===== src/rtl/pr_pkg.sv =====
package pr_pkg;

  // 100 percent expressed in basis points
  localparam int unsigned SCALE_BP = 10000;

  // Kind of decision taken in a cycle by the step controller
  typedef enum logic [1:0] {
    DEC_IDLE   = 2'd0,
    DEC_GROW   = 2'd1,
    DEC_REVERT = 2'd2
  } dec_kind_e;

endpackage


===== src/rtl/pr_slice_counter.sv =====
module pr_slice_counter #(
  parameter int CNT_W = 16,
  parameter int TID_W = 2
) (
  input  logic             clk,
  input  logic             rst,
  input  logic             acc_stb,
  input  logic             miss_stb,
  input  logic             sw_stb,
  input  logic [TID_W-1:0] sw_task,
  output logic [TID_W-1:0] run_task,
  output logic             snap_v,
  output logic [TID_W-1:0] snap_task,
  output logic [CNT_W-1:0] snap_acc,
  output logic [CNT_W-1:0] snap_miss
);

  localparam logic [CNT_W-1:0] CNT_TOP = '1;

  logic [CNT_W-1:0] acc_q, miss_q;
  logic [CNT_W-1:0] acc_n, miss_n;

  // saturating increments
  always_comb begin
    acc_n  = (acc_stb  && acc_q  != CNT_TOP) ? acc_q  + CNT_W'(1) : acc_q;
    miss_n = (miss_stb && miss_q != CNT_TOP) ? miss_q + CNT_W'(1) : miss_q;
  end

  always_ff @(posedge clk) begin
    if (rst) begin
      acc_q     <= '0;
      miss_q    <= '0;
      run_task  <= '0;
      snap_v    <= 1'b0;
      snap_task <= '0;
      snap_acc  <= '0;
      snap_miss <= '0;
    end else begin
      snap_v <= sw_stb;
      if (sw_stb) begin
        snap_acc  <= acc_n;
        snap_miss <= miss_n;
        snap_task <= run_task;
        run_task  <= sw_task;
        acc_q     <= '0;
        miss_q    <= '0;
      end else begin
        acc_q  <= acc_n;
        miss_q <= miss_n;
      end
    end
  end

  AST_SLICE_CLEAR: assert property (@(posedge clk) disable iff (rst)
    sw_stb |=> (acc_q == '0 && miss_q == '0));

  AST_ACC_NO_WRAP: assert property (@(posedge clk) disable iff (rst)
    (acc_q == CNT_TOP && !sw_stb) |=> acc_q == CNT_TOP);

  AST_MISS_NO_WRAP: assert property (@(posedge clk) disable iff (rst)
    (miss_q == CNT_TOP && !sw_stb) |=> miss_q == CNT_TOP);

endmodule


===== src/rtl/pr_rate_judge.sv =====
module pr_rate_judge
  import pr_pkg::*;
#(
  parameter int CNT_W     = 16,
  parameter int BP_W      = 14,
  parameter int THRESH_BP = 10
) (
  input  logic [CNT_W-1:0] acc,
  input  logic [CNT_W-1:0] miss,
  input  logic [BP_W-1:0]  base_bp,
  output logic             over
);

  localparam int PROD_W = CNT_W + BP_W + 1;

  logic [BP_W:0]     bound;
  logic [PROD_W-1:0] lhs, rhs;

  // miss/acc > bound/10000  <=>  miss*10000 > acc*bound
  always_comb begin
    bound = {1'b0, base_bp} + (BP_W+1)'(THRESH_BP);
    lhs   = PROD_W'(miss) * PROD_W'(SCALE_BP);
    rhs   = PROD_W'(acc)  * PROD_W'(bound);
    over  = lhs > rhs;
  end

endmodule


===== src/rtl/pr_ladder_store.sv =====
module pr_ladder_store #(
  parameter int N_TASKS = 4,
  parameter int N_STEPS = 8,
  parameter int WAY_W   = 4,
  parameter int ENT_W   = 20,
  parameter int BP_W    = 14
) (
  input  logic                                clk,
  input  logic                                rst,
  input  logic                                lad_we,
  input  logic [$clog2(N_TASKS)-1:0]          lad_task,
  input  logic [$clog2(N_STEPS)-1:0]          lad_step,
  input  logic [ENT_W-1:0]                    lad_data,
  input  logic                                bnd_we,
  input  logic [$clog2(N_TASKS)-1:0]          bnd_task,
  input  logic [BP_W-1:0]                     bnd_bp,
  input  logic [N_TASKS-1:0][$clog2(N_STEPS)-1:0] step_vec,
  input  logic [$clog2(N_TASKS)-1:0]          probe_task,
  output logic [N_TASKS-1:0][ENT_W-1:0]       cur_ent,
  output logic [N_TASKS-1:0][WAY_W-1:0]       cur_way,
  output logic [WAY_W-1:0]                    nxt_way,
  output logic [BP_W-1:0]                     probe_bp
);

  localparam int TID_W  = $clog2(N_TASKS);
  localparam int STEP_W = $clog2(N_STEPS);
  localparam int DEPTH  = N_TASKS * N_STEPS;
  localparam int ADDR_W = $clog2(DEPTH);

  logic [ENT_W-1:0] mem [DEPTH];
  logic [BP_W-1:0]  base_q [N_TASKS];

  function automatic logic [ADDR_W-1:0] addr_of(input logic [TID_W-1:0] t,
                                                input logic [STEP_W-1:0] s);
    return ADDR_W'(t) * ADDR_W'(N_STEPS) + ADDR_W'(s);
  endfunction

  // ladder memory: plain write port, no reset
  always_ff @(posedge clk) begin
    if (lad_we)
      mem[addr_of(lad_task, lad_step)] <= lad_data;
  end

  always_ff @(posedge clk) begin
    if (rst) begin
      for (int t = 0; t < N_TASKS; t++) base_q[t] <= '0;
    end else if (bnd_we) begin
      base_q[bnd_task] <= bnd_bp;
    end
  end

  for (genvar t = 0; t < N_TASKS; t++) begin : g_rd
    assign cur_ent[t] = mem[addr_of(TID_W'(t), step_vec[t])];
    assign cur_way[t] = cur_ent[t][ENT_W-1 -: WAY_W];
  end

  logic [ENT_W-1:0] nxt_ent;
  assign nxt_ent  = mem[addr_of(probe_task, step_vec[probe_task] + STEP_W'(1))];
  assign nxt_way  = nxt_ent[ENT_W-1 -: WAY_W];
  assign probe_bp = base_q[probe_task];

endmodule


===== src/rtl/pr_step_ctrl.sv =====
module pr_step_ctrl
  import pr_pkg::*;
#(
  parameter int N_TASKS = 4,
  parameter int N_STEPS = 8,
  parameter int WAY_W   = 4
) (
  input  logic                                    clk,
  input  logic                                    rst,
  input  logic                                    eval_v,
  input  logic [$clog2(N_TASKS)-1:0]              eval_task,
  input  logic                                    over,
  input  logic [N_TASKS-1:0][WAY_W-1:0]           cur_way,
  input  logic [WAY_W-1:0]                        nxt_way,
  input  logic                                    exit_stb,
  input  logic [$clog2(N_TASKS)-1:0]              exit_task,
  output logic [N_TASKS-1:0][$clog2(N_STEPS)-1:0] step_vec,
  output dec_kind_e                               dec_q
);

  localparam int TID_W  = $clog2(N_TASKS);
  localparam int STEP_W = $clog2(N_STEPS);
  localparam logic [STEP_W-1:0] LAST = STEP_W'(N_STEPS - 1);

  logic               grow;
  logic [WAY_W-1:0]   gained;
  logic [N_TASKS-1:0] bump;
  logic [N_TASKS-1:0] busy_other;

  assign grow   = eval_v && over && (step_vec[eval_task] != LAST);
  assign gained = nxt_way & ~cur_way[eval_task];

  for (genvar j = 0; j < N_TASKS; j++) begin : g_task
    assign bump[j] = grow && (step_vec[j] != LAST) &&
                     ((TID_W'(j) == eval_task) || (|(gained & cur_way[j])));
    assign busy_other[j] = (TID_W'(j) != exit_task) && (step_vec[j] != '0);

    always_ff @(posedge clk) begin
      if (rst)           step_vec[j] <= '0;
      else if (exit_stb) step_vec[j] <= '0;
      else if (bump[j])  step_vec[j] <= step_vec[j] + STEP_W'(1);
    end

    AST_STEP_TOP_HOLD: assert property (@(posedge clk) disable iff (rst)
      (step_vec[j] == LAST && !exit_stb) |=> step_vec[j] == LAST);

    AST_STEP_REVERT: assert property (@(posedge clk) disable iff (rst)
      exit_stb |=> step_vec[j] == '0);

    AST_STEP_SINGLE: assert property (@(posedge clk) disable iff (rst)
      !exit_stb |=> (32'(step_vec[j]) == 32'($past(step_vec[j])) ||
                     32'(step_vec[j]) == 32'($past(step_vec[j])) + 1));
  end

  always_ff @(posedge clk) begin
    if (rst)           dec_q <= DEC_IDLE;
    else if (exit_stb) dec_q <= (|busy_other) ? DEC_REVERT : DEC_IDLE;
    else               dec_q <= grow ? DEC_GROW : DEC_IDLE;
  end

endmodule


===== src/rtl/partition_rescaler.sv =====
module partition_rescaler
  import pr_pkg::*;
#(
  parameter int N_TASKS   = 4,
  parameter int N_STEPS   = 8,
  parameter int WAY_W     = 4,
  parameter int MASK_W    = 8,
  parameter int BASE_W    = 8,
  parameter int CNT_W     = 16,
  parameter int BP_W      = 14,
  parameter int THRESH_BP = 10,
  localparam int TID_W    = $clog2(N_TASKS),
  localparam int STEP_W   = $clog2(N_STEPS)
) (
  input  logic              clk,
  input  logic              rst,
  input  logic              acc_stb,
  input  logic              miss_stb,
  input  logic              sw_stb,
  input  logic [TID_W-1:0]  sw_task,
  input  logic              exit_stb,
  input  logic [TID_W-1:0]  exit_task,
  input  logic              lad_we,
  input  logic [TID_W-1:0]  lad_task,
  input  logic [STEP_W-1:0] lad_step,
  input  logic [WAY_W-1:0]  lad_way,
  input  logic [MASK_W-1:0] lad_mask,
  input  logic [BASE_W-1:0] lad_base,
  input  logic              bnd_we,
  input  logic [TID_W-1:0]  bnd_task,
  input  logic [BP_W-1:0]   bnd_bp,
  output logic [WAY_W-1:0]  way_sel,
  output logic [MASK_W-1:0] set_mask,
  output logic [BASE_W-1:0] set_base,
  output logic              cfg_upd
);

  localparam int ENT_W = WAY_W + MASK_W + BASE_W;

  logic [TID_W-1:0]                run_task;
  logic                            snap_v;
  logic [TID_W-1:0]                snap_task;
  logic [CNT_W-1:0]                snap_acc, snap_miss;
  logic [BP_W-1:0]                 snap_bp;
  logic                            over;
  logic [N_TASKS-1:0][STEP_W-1:0]  step_vec;
  logic [N_TASKS-1:0][ENT_W-1:0]   cur_ent;
  logic [N_TASKS-1:0][WAY_W-1:0]   cur_way;
  logic [WAY_W-1:0]                nxt_way;
  dec_kind_e                       dec_q;
  logic [ENT_W-1:0]                run_ent;

  pr_slice_counter #(.CNT_W(CNT_W), .TID_W(TID_W)) u_count (
    .clk       (clk),
    .rst       (rst),
    .acc_stb   (acc_stb),
    .miss_stb  (miss_stb),
    .sw_stb    (sw_stb),
    .sw_task   (sw_task),
    .run_task  (run_task),
    .snap_v    (snap_v),
    .snap_task (snap_task),
    .snap_acc  (snap_acc),
    .snap_miss (snap_miss)
  );

  pr_ladder_store #(
    .N_TASKS(N_TASKS), .N_STEPS(N_STEPS), .WAY_W(WAY_W),
    .ENT_W(ENT_W), .BP_W(BP_W)
  ) u_store (
    .clk        (clk),
    .rst        (rst),
    .lad_we     (lad_we),
    .lad_task   (lad_task),
    .lad_step   (lad_step),
    .lad_data   ({lad_way, lad_mask, lad_base}),
    .bnd_we     (bnd_we),
    .bnd_task   (bnd_task),
    .bnd_bp     (bnd_bp),
    .step_vec   (step_vec),
    .probe_task (snap_task),
    .cur_ent    (cur_ent),
    .cur_way    (cur_way),
    .nxt_way    (nxt_way),
    .probe_bp   (snap_bp)
  );

  pr_rate_judge #(.CNT_W(CNT_W), .BP_W(BP_W), .THRESH_BP(THRESH_BP)) u_judge (
    .acc     (snap_acc),
    .miss    (snap_miss),
    .base_bp (snap_bp),
    .over    (over)
  );

  pr_step_ctrl #(.N_TASKS(N_TASKS), .N_STEPS(N_STEPS), .WAY_W(WAY_W)) u_ctrl (
    .clk       (clk),
    .rst       (rst),
    .eval_v    (snap_v),
    .eval_task (snap_task),
    .over      (over),
    .cur_way   (cur_way),
    .nxt_way   (nxt_way),
    .exit_stb  (exit_stb),
    .exit_task (exit_task),
    .step_vec  (step_vec),
    .dec_q     (dec_q)
  );

  assign run_ent = cur_ent[run_task];

  // registered configuration outputs for the running task
  always_ff @(posedge clk) begin
    if (rst) begin
      way_sel  <= '0;
      set_mask <= '0;
      set_base <= '0;
      cfg_upd  <= 1'b0;
    end else begin
      {way_sel, set_mask, set_base} <= run_ent;
      cfg_upd <= (dec_q != DEC_IDLE);
    end
  end

  AST_UPD_HAS_CAUSE: assert property (@(posedge clk) disable iff (rst)
    cfg_upd |-> ($past(sw_stb, 3) || $past(exit_stb, 2)));

endmodule


===== config.mk =====
export PLATFORM = sky130hd
export DESIGN_NAME = partition_rescaler
export DESIGN_NICKNAME = d
export VERILOG_FILES = /design/src/rtl/pr_pkg.sv /design/src/rtl/pr_slice_counter.sv /design/src/rtl/pr_rate_judge.sv /design/src/rtl/pr_ladder_store.sv /design/src/rtl/pr_step_ctrl.sv /design/src/rtl/partition_rescaler.sv
export SDC_FILE = /design/constraint.sdc
export NUM_CORES = 2
export LEC_CHECK = 0
export ABC_AREA = 1
export BUFFER_PORTS_ARGS = -buffer_cell sky130_fd_sc_hd__clkbuf_2
export CELL_PAD_IN_SITES_DETAIL_PLACEMENT = 0
export CELL_PAD_IN_SITES_GLOBAL_PLACEMENT = 1
export CORE_ASPECT_RATIO = 1.5
export CORE_UTILIZATION = 25
export DETAILED_ROUTE_END_ITERATION = 16
export GPL_ROUTABILITY_DRIVEN = 1
export HOLD_SLACK_MARGIN = 0.12
export PLACE_DENSITY = 0.45
export SLEW_MARGIN = 20
export SYNTH_ARGS = -nofsm -noshare
export SYNTH_HDL_FRONTEND = slang
export SYNTH_SLANG_ARGS = --single-unit
export TNS_END_PERCENT = 30

===== constraint.sdc =====
create_clock -name clk -period 17.4 [get_ports clk]
set_clock_uncertainty 0.1 [all_clocks]
set_input_delay 0 -clock clk [delete_from_list [all_inputs] [get_ports clk]]
set_output_delay 0 -clock clk [all_outputs]
set_load 0.02 [all_outputs]

==> impl_results.rst <==
.. list-table::
   :header-rows: 1

   * - Metric
     - Value
   * - Outcome
     - complete, no violations
   * - Vias after detailed routing
     - 31.3k
   * - Worst Reg-to-Reg Cells
     - 41
   * - Post-synthesis net count
     - 4712
   * - Number of inserted filler cells in the final layout
     - 18.3k
   * - Max_slew headroom
     - 27.3%
   * - Post-synthesis cell area
     - 43900 um2
   * - Setup TNS Final
     - 0 ns
   * - Worst path most repeated cell
     - inv_1
   * - Power Total
     - 0.00448 W
   * - Deepest clock path buffer count
     - 3
   * - Fraction of layout instances using a drive strength above 1
     - 8.03%
   * - Routed WL
     - 154000 um
   * - Total clock buffers created by CTS
     - 86
   * - Peak supply drop
     - 0.0000786 V
   * - Period utilization
     - 58.7%
   * - Setup crit end kind
     - register
   * - Measured slew at the worst slew-check pin
     - 1.08 ns
   * - Starting density of the core
     - 25.1%
   * - Slowest CP cell
     - clkinv_1
   * - Most instantiated flip-flop cell in the synthesis netlist
     - edfxtp_1
   * - Post-synthesis to final-layout area growth
     - 15.2%
   * - Global Route Usage Sum
     - 17.4%
   * - Worst path max stage delay
     - 0.75 ns
   * - Count of synthesis-stage warnings from yosys
     - 0
   * - Post-synthesis sequential element count
     - 805
   * - Number of instances in the synthesized netlist
     - 4236
   * - Detailed-router iteration count before antenna repair
     - 7
   * - Grt total ovfl
     - 0
   * - Data required time of the critical path
     - 17.89 ns
   * - Sequential-to-total area share from yosys stat
     - 52.5%
   * - Std-Cell Rows
     - 188
   * - Arrival @ worst endpoint
     - 10.70 ns
   * - Number of setup buffers added after CTS
     - 0
   * - Root buffer selected by CTS
     - clkbuf_16
   * - Final hold viol count
     - 0
   * - Hold EP
     - u_count.snap_miss[0]
   * - Total half-perimeter wirelength after legalization and detailed placement
     - 101000 um
   * - Pin count of the biggest net entering global routing
     - 85
   * - Max frequency
     - 0.0979 GHz
   * - CP Class
     - register to register
   * - H-tree levels
     - 3
   * - Top fanout value on the critical path
     - 29
   * - Max-slew violation count
     - 0
   * - Global-route wire length before repair
     - 225000 um
   * - Residual DRC
     - 0
   * - Unique masters post-synth
     - 53
   * - Number of enable flip-flop cells after synthesis
     - 696
   * - Die ar.
     - 177000 um2
   * - Post-Syn Area per Cell
     - 10.4 um2
   * - Die Wd
     - 344 um
   * - Proportion of synthesized flip-flops having asynchronous set or reset
     - 0%
   * - Routed length per instance
     - 23.0 um
   * - Via/cell ratio
     - 4.67
   * - Grt met3 use
     - 1.88%
   * - Kind of path behind the tightest hold check
     - primary input to register
   * - Min-delay src
     - sw_stb
   * - CORE AREA
     - 175000 um2
   * - CTS tree
     - done
   * - Met2 Resource Use GR
     - 33.4%
   * - Number of setup violations in the final report
     - 0
   * - RSZ-0062 raised after global routing
     - false
   * - Number of antenna violations at the first check in global routing
     - 6
   * - Quantity of I/O buffers inserted on ports
     - 73
   * - Register clock-pin slew on the reported worst setup and hold paths
     - 0.06 ns
   * - Register-to-register setup slack
     - 7.18 ns
   * - Fin crit period
     - 10.22 ns
   * - Clock network latency to the later pin of the worst-skew pair
     - 0.71 ns
   * - Number of global-route vias before repair
     - 33.1k
   * - Initial detailed-routing violation count
     - 1932
   * - Antenna Nets Post-Route
     - 0
   * - Final layout net count
     - 4817
   * - Most used routing layer in global routing
     - met2
   * - Setup crit start kind
     - register
   * - Sinks on the clock net
     - 805
   * - Static Leak
     - 19.8 nW
   * - Met1 Use GR
     - 19.8%
   * - Final weighted congestion of routability-driven global placement
     - 0.794
   * - Worst hold stages
     - 5
   * - Die extent in y
     - 515 um
   * - Top-level port count
     - 74
   * - Maximum Capacitance Violations
     - 0
   * - R2R Path End
     - u_ctrl.dec_q[0]
   * - Power density over the cells
     - 88.5 nW/um2
## synthesized netlist by cell type, types with 2 or more instances
master | n | area share, %
xor2_1 | 46 | 0.92
o21ai_0 | 381 | 4.3
o22ai_1 | 76 | 1.1
nor2_2 | 3 | 0.043
mux2i_1 | 2 | 0.046
nor3_1 | 18 | 0.21
nand2_4 | 3 | 0.077
a311oi_1 | 32 | 0.64
o31ai_1 | 2 | 0.034
buf_6 | 7 | 0.18
buf_4 | 7 | 0.12
a32oi_1 | 9 | 0.18
nand3_1 | 275 | 3.1
clkinv_1 | 10 | 0.085
clkbuf_1 | 141 | 1.2
a211oi_1 | 3 | 0.051
nor2_1 | 700 | 6.0
fa_1 | 215 | 9.8
dfxtp_1 | 109 | 5.0
buf_1 | 8 | 0.068
o21ai_1 | 5 | 0.057
inv_2 | 8 | 0.068
or2_2 | 3 | 0.043
inv_1 | 427 | 3.6
a21o_1 | 6 | 0.10
a31oi_1 | 6 | 0.085
xnor2_1 | 30 | 0.60
o221ai_1 | 86 | 1.7
nor2_4 | 2 | 0.051
o21bai_1 | 5 | 0.085
a21boi_0 | 2 | 0.034
nand2_2 | 8 | 0.11
nand3b_1 | 6 | 0.10
ha_1 | 208 | 5.9
nand2_1 | 525 | 4.5
edfxtp_1 | 696 | 48
nand3_2 | 2 | 0.046
a21oi_1 | 83 | 0.95
o211ai_1 | 17 | 0.29
nand4_1 | 10 | 0.14
buf_2 | 42 | 0.48
## metrics by stage
stage / util [%] / setup slack, ns / instance area [um2] / hold slack [ns] / cells
3_3_place_gp: 26.8 / 7.19 / 46900 / 0.141 / 6456
5_1_grt: 28.9 / 6.36 / 50600 / 0.313 / 6692
2_1_floorplan: - / 9.21 / 43900 / -0.0232 / 4236
4_1_cts: 28.9 / 6.78 / 50600 / 0.221 / 6690
3_5_place_dp: 26.8 / 7.04 / 46900 / 0.155 / 6456
6_report: 28.9 / 7.18 / 50600 / 0.277 / 6696
## power breakdown
group	switching [W]	internal, W
sequential	0.0000142	0.00213
clock	0.000831	0.00110
combinational	0.000301	0.000100
## critical path: cells and delay by family, from the launching register on
family          cells  cell delay (ns)
simple gates       11             1.64
flops               1             0.31
compound gates      8             1.71
buf+inv            12             2.47
xor+xnor            1             0.15
fa+ha+maj           9             3.71
## logic make-up after synthesis
family | share of synthesized area, %
buffers and inverters | 5.85
DFF | 52.5
and+or+nand+nor | 14.5
xor gates and xnor gates | 1.52
AOI/OAI and AO/OA | 9.85
adders and majority gates | 15.7
muxes | 0.0456
## registers in the layout, indices dropped and copies added (netlist names), named ones only
signal,count
u_store.mem,640
u_count.snap_task,2
u_store.base_q,56
u_count.snap_acc,16
cfg_upd,1
set_mask,8
u_count.snap_miss,16
u_ctrl.step_vec,12
u_count.acc_q,16
u_ctrl.dec_q,2
way_sel,4
set_base,8
u_count.run_task,2
u_count.miss_q,16
u_count.snap_v,1
## cell usage in the layout (no fill, tap or decap), types with 87 or more instances in the layout
master / netlist / routed
nand2_1: 525 / 524
o21ai_0: 381 / 381
fa_1: 215 / 215
ha_1: 208 / 207
nor2_1: 700 / 668
clkbuf_16: 0 / 87
dfxtp_1: 109 / 103
inv_1: 427 / 418
edfxtp_1: 696 / 696
nand3_1: 275 / 275
## routing by layer
metal / vias to the layer above / wire length, um
met3: 187 / 4420
met5: - / 39
met1: 15800 / 60700
met2: 525 / 84000
met4: 6 / 4600
li1: 14700 / -
## area by class of cell
cell class	instances	area [um2]	share of cell area, %
diodes	5	12.5	0.0247
well taps	2280	2850	5.64
clock inverters	38	528	1.04
multi-input cells	2781	18400	36.3
flip-flops and latches	805	23100	45.6
repair buffers	222	1680	3.32
clock buffers	120	2370	4.69
inverters	445	1670	3.31
## worst max path at each step
stage	slack (ns)	cells past startpoint	to
floorplan	9.21	44	register
global placement	7.19	45	u_ctrl.step_vec[3]
detailed placement	7.04	43	u_ctrl.step_vec[3]
CTS	6.78	41	u_ctrl.dec_q[0]
global route	6.36	41	u_ctrl.dec_q[0]
finish	7.18	41	u_ctrl.dec_q[0]
## what timing repair did
action | in CTS | in global routing
resized for setup | 0 | 0
hold endpoints to repair | 1262 | 0
hold buffers | 76 | 0
Note: power is estimated with default switching activity, not from simulation.
